File: src/rtl/bmt_pkg.sv
package bmt_pkg;
    localparam int MAT_DIM  = 8;
    localparam int MAT_BITS = MAT_DIM * MAT_DIM;

    // Condition field layout, MSB first: negative, positive, zero, overflow copy
    typedef struct packed {
        logic lt;
        logic gt;
        logic eq;
        logic so;
    } cond_t;

    localparam cond_t COND_CLEAR = '{lt: 1'b0, gt: 1'b0, eq: 1'b0, so: 1'b0};
endpackage

File: src/rtl/bmt_permute.sv
// Pure wiring: reflects a DIM x DIM bit grid about its main diagonal.
// With MSB-first numbering, index j*DIM+k sits at vector position
// W-1-(j*DIM+k) = (DIM-1-j)*DIM + (DIM-1-k). The reflection therefore has the
// same form in LSB-first positions, so it is written that way here.
module bmt_permute #(
    parameter  int DIM = 8,
    localparam int W   = DIM * DIM
) (
    input  logic [W-1:0] src,
    output logic [W-1:0] dst
);
    for (genvar r = 0; r < DIM; r++) begin : g_row
        for (genvar c = 0; c < DIM; c++) begin : g_col
            assign dst[r*DIM + c] = src[c*DIM + r];
        end
    end
endmodule

File: src/rtl/bmt_cond_eval.sv
// Classifies a result as a signed value and attaches the overflow copy.
module bmt_cond_eval
    import bmt_pkg::*;
#(
    parameter int W = 64
) (
    input  logic [W-1:0] value,
    input  logic         so_in,
    output cond_t        cond
);
    logic is_zero;
    logic is_neg;

    always_comb begin
        is_zero = (value == '0);
        is_neg  = value[W-1];
        cond.lt = is_neg;
        cond.eq = is_zero;
        cond.gt = !is_neg && !is_zero;
        cond.so = so_in;
    end
endmodule

File: src/rtl/bmt_transpose_unit.sv
module bmt_transpose_unit
    import bmt_pkg::*;
#(
    parameter  int DIM = MAT_DIM,
    localparam int W   = DIM * DIM
) (
    input  logic         clk,
    input  logic         rst,
    input  logic         in_valid,
    input  logic [W-1:0] in_operand,
    input  logic         in_record,
    input  logic         in_so,
    output logic         out_valid,
    output logic [W-1:0] out_result,
    output logic [3:0]   out_cond
);
    logic [W-1:0] perm_w;
    cond_t        cond_next;
    cond_t        cond_q;
    logic         valid_q;
    logic [W-1:0] result_q;

    bmt_permute #(.DIM(DIM)) u_perm (
        .src (in_operand),
        .dst (perm_w)
    );

    bmt_cond_eval #(.W(W)) u_cond (
        .value (perm_w),
        .so_in (in_so),
        .cond  (cond_next)
    );

    always_ff @(posedge clk) begin
        if (rst) begin
            valid_q  <= 1'b0;
            result_q <= '0;
            cond_q   <= COND_CLEAR;
        end else begin
            valid_q <= in_valid;
            if (in_valid) begin
                result_q <= perm_w;
                if (in_record) begin
                    cond_q <= cond_next;
                end
            end
        end
    end

    assign out_valid  = valid_q;
    assign out_result = result_q;
    assign out_cond   = cond_q;
endmodule

File: config.mk
export PLATFORM = sky130hd
export DESIGN_NAME = bmt_transpose_unit
export DESIGN_NICKNAME = d
export VERILOG_FILES = /design/src/rtl/bmt_pkg.sv /design/src/rtl/bmt_permute.sv /design/src/rtl/bmt_cond_eval.sv /design/src/rtl/bmt_transpose_unit.sv
export SDC_FILE = /design/constraint.sdc
export NUM_CORES = 1
export LEC_CHECK = 0
export ABC_AREA = 1
export BUFFER_PORTS_ARGS = -buffer_cell sky130_fd_sc_hd__clkbuf_2
export CAP_MARGIN = 25
export CORE_ASPECT_RATIO = 0.75
export CORE_MARGIN = 2
export CORE_UTILIZATION = 40
export CTS_CLUSTER_DIAMETER = 40
export DETAILED_ROUTE_END_ITERATION = 8
export PLACE_DENSITY = 0.81
export SYNTH_ARGS = -nofsm -noshare
export SYNTH_HDL_FRONTEND = slang
export SYNTH_SLANG_ARGS = --single-unit
File: constraint.sdc
create_clock -name clk -period 1.1 [get_ports clk]
set_input_delay 0.11 -clock clk [delete_from_list [all_inputs] [get_ports clk]]
set_output_delay 0.11 -clock clk [all_outputs]
set_load 0.01 [all_outputs]
* Word-level counts from Yosys, hierarchy flattened
Index checks and enable logic that the tools add are counted.
** Storage, ports and cells
- Register bits after elaboration :: 69
- Bits of input ports :: 69
- Output and inout bits :: 69
- Logic and storage cells :: 11
** Cells by class
- Reductions and logical operators :: 5
** Operator list (number)
- $logic_not A64 Y1 :: 1
- $logic_not A1 Y1 :: 2
- $reduce_and A2 Y1 :: 1
- $logic_and A1 B1 Y1 :: 1

* Longest topological paths before layout
- Depth in word-level cells :: 3
- Mapped depth :: 8
- Gate-level depth less buffers :: 8

* Cells and area by module
Synthesis repeated with hierarchy kept, for this count alone.
** Unflattened totals
- Cells, all modules :: 437
- Area, all modules :: 3191.8 sq um
** By module, submodules not included
- bmt_transpose_unit :: instances 1, cells an instance 306, area each 2444.8 sq um, seq. area each 1381.3 sq um
- bmt_permute :: instances 1, cells an instance 64, area each 480.5 sq um, seq. area each 0.0 sq um
- bmt_cond_eval :: instances 1, cells an instance 67, area each 266.5 sq um, seq. area each 0.0 sq um

* Worst setup path after synthesis
Ideal clock, no wire load.
- Kind :: input port to flip-flop
- Start :: input in_operand[54]
- End :: register cond_q, in the netlist out_cond[2]
- Arrival :: 0.625 ns
- Data required time :: 0.984 ns
- Path slack :: 0.359 ns
- Stages :: 8
- Path buffers :: 0
- Path through :: nor2_1 nand2_1 nor2_1 nand2_1 nor2_1 nand2_1 nand2_1 a21oi_1
** On the way
- Cells in the longest elaborated chain, start to end :: 3
** RTL lines
- start: declaration :: line bmt_transpose_unit.sv:10 : input logic [W-1:0] in_operand,
- $logic_not A64 Y1 :: line bmt_cond_eval.sv:15 : is_zero = (value == '0);
- $logic_not A1 Y1 :: line bmt_cond_eval.sv:19 : cond.gt = !is_neg && !is_zero;
- $logic_and A1 B1 Y1 :: line bmt_cond_eval.sv:19
- end signal: assignment :: line bmt_transpose_unit.sv:44 : cond_q <= cond_next;
- end: declaration :: line bmt_transpose_unit.sv:19 : cond_t cond_q;
Every way passes these cells.
A chain may end at the register's enable or synchronous reset.

==> flow_summary.yaml <==
logic_synthesis:
  synth_xor_area_share_pct: 0
  netlist_top_cells_area: "dfxtp_1, nor2_1, o21ai_0, nand2_1, nor2_2"
  ys_seq_area_share_pct: 51.6
  ys_top_cells_by_count: "nor2_1, dfxtp_1, o21ai_0"
  avgSynthCellArea_sq_um: 7.42
  synth_top_area_cell: "dfxtp_1"
  synth_flop_cell: "dfxtp_1"
  synth_top_family_by_area: "simple AND/OR/NAND/NOR gates"
  syn_inst: 361
  synthMuxAreaShare_pct: 0
  synth_edf_count: 0
  syn_area_sq_mm: 0.00268
  syn_nets: 430
  yosys_warnings: 0
  yosysTopAreaCellShare_pct: 51.6
  async_reset_ff_share_pct: 0
  synth_compound_area_share_pct: 12.7
  yosys.cell_types.count: 17
  ys_ff_latch: 69
  synth_fa_ha_area_share_pct: 0
  synth-simple-area-share_pct: 29.1
  yosysMostFrequentCell: "nor2_1"
cells_and_area:
  post_layout_nonfiller_instances: 594
  diodes: 0
  multi_input_area_sq_mm: 0.00112
  final_util_pct: 59.0
  syn_to_final_growth_pct: 40.5
  fill_cells: 594
  drive_gt1_share_pct: 33.3
  final-seq-area_sq_mm: 0.00138
  nets: 578
drt:
  first_pass_iters: 4
  wirelength_mm: 7.61
  vias: 2822
  via_per_inst: 4.75
  ant_nets: 0
  wl_per_cell_um: 12.8
  first_iter_violations: 111
  drc: 0
floorplan:
  fp.coreArea_sq_mm: 0.00638
  num_rows: 25
  initial_utilization_pct: 42.0
  ios: 138
  die_area_sq_mm: 0.00737
  die_y_um: 74.9
  die_w_um: 98.5
clocking:
  clock-sinks: 69
  clock_latency_ps: 330
  cts_buffers: 9
  clk_pin_slew_ps: 70
  cts_buffer_depth: 2
  cts_tree: "built"
  root_buffer: "clkbuf_8"
  h-tree-depth: 3
grt:
  gr-max-usage-layer: "met2"
  met2_usage_pct: 33.1
  gr-usage-all-layers_pct: 20.4
  met3_usage_pct: 8.82
  grt.overflow.total: 0
  grt_max_degree: 51
  grt_pass1_wl_mm: 11.8
  grtUsageMet1_pct: 25.0
  first_global_vias: 2644
  antenna_found_initial: 0
place:
  gp_congestion: 0.791
  place_inst: 564
  place_hpwl_mm: 5.28
  io_buffers: 137
power_and_ir_drop:
  total_power_w: 0.00549
  p_leak_nw: 1.85
  irDropWorstVdd_mv: 0.766
  power.density_mw_per_mm2: 1460
setup_path:
  end_kind: "flip-flop"
  critPathKind: "in -> reg"
  cp-startpoint: "rst"
  worst-path-max-fanout: 25
  worstPathArrival_ps: 1280
  r2r_start: "out_result[0]"
  start_kind: "primary input"
  cp.required_ps: 1330
timing:
  max_freq_ghz: 0.956
  fin_crit_ps: 1050
  slew_headroom_pct: 86.7
  worst_slew_pin_slew_ps: 197
  slew_violations: 0
  finalSetupViolCount: 0
  finalCritPeriodShare_pct: 95.1
  finalSetupTns_ps: 0
  rsz0062_at_grt: "false"
  finClkSkew_ps: 0
  hold_viol_final: 0
status:
  status: "finished clean"
min_path:
  hold_path.class: "in -> reg"
  hp-start: "in_operand[39]"
flow_run:
  maxCapViolations: 0
## cells in the final DEF, fill, tap and decap left out
cell type	count
buf_6	1
clkbuf_8	12
clkbuf_2	136
nor2_2	11
nand3_1	1
o21ai_0	61
clkinv_2	1
clkbuf_1	2
clkinv_4	1
dfxtp_1	69
clkbuf_16	2
nand2_1	26
buf_12	4
o21ai_1	5
inv_4	1
buf_2	1
a21oi_1	2
buf_4	1
dlygate4sd3_1	13
inv_1	1
nor2_1	162
## final cells by class
class,count,share of cell area (%)
clock buffer,14,4.59
inverter,3,0.499
multi-input combinational,268,29.8
sequential,69,36.7
clock inverter,1,0.133
timing repair buffer,158,25.6
tap,81,2.69
## critical path, stage by stage
cell and delay (ps):
dlygate4sd3_1 520, buf_2 170, clkinv_4 110, clkbuf_16 200, o21ai_1 110, nor2_1 60
## power breakdown
part           switching (W)  internal (W)
clock               0.000874      0.000990
sequential         0.0000822       0.00267
combinational       0.000483      0.000392
total                0.00144       0.00405
## final timing paths
check	to	slack [ps]	depth (start not counted)
max	out_result[25]	50	6
min	out_result[60]	20	3
max reg2reg	out_result[0]	430	2
min reg2reg	out_cond[2]	480	2
## timing repair
action / in CTS / in global routing
setup endpoints to repair: 0 / 18
resized for setup: 0 / 4
setup buffers: 0 / 0
hold buffers: 13 / 0
hold endpoints to repair: 14 / 0
## per-stage QoR
step	setup slack, ps	hold WS (ps)	area (sq um)
after floorplan	359	179	2680
after global placement	75.0	341	3400
after detailed placement	89.1	358	3400
after CTS	68.5	0.643	3700
after global routing	6.74	5.17	3760
final	53.9	20.8	3760
## cells by family after synthesis
| kind of cell | count (synthesis) |
|---|---|
| buffers and inverters | 24 |
| AND/OR/NAND/NOR | 200 |
| flip-flops | 69 |
| AO/OA/AOI/OAI | 68 |
## registers in the layout (all words and copies together) (netlist names)
register    cells
out_cond        4
out_valid       1
out_result     64
## routing by layer
layer	vias up	wire length, um
met2	119	3420
met5	-	0
met3	9	689
li1	1437	-
met1	1257	3430
met4	0	69
No activity file was read; power rests on OpenSTA's default activity.
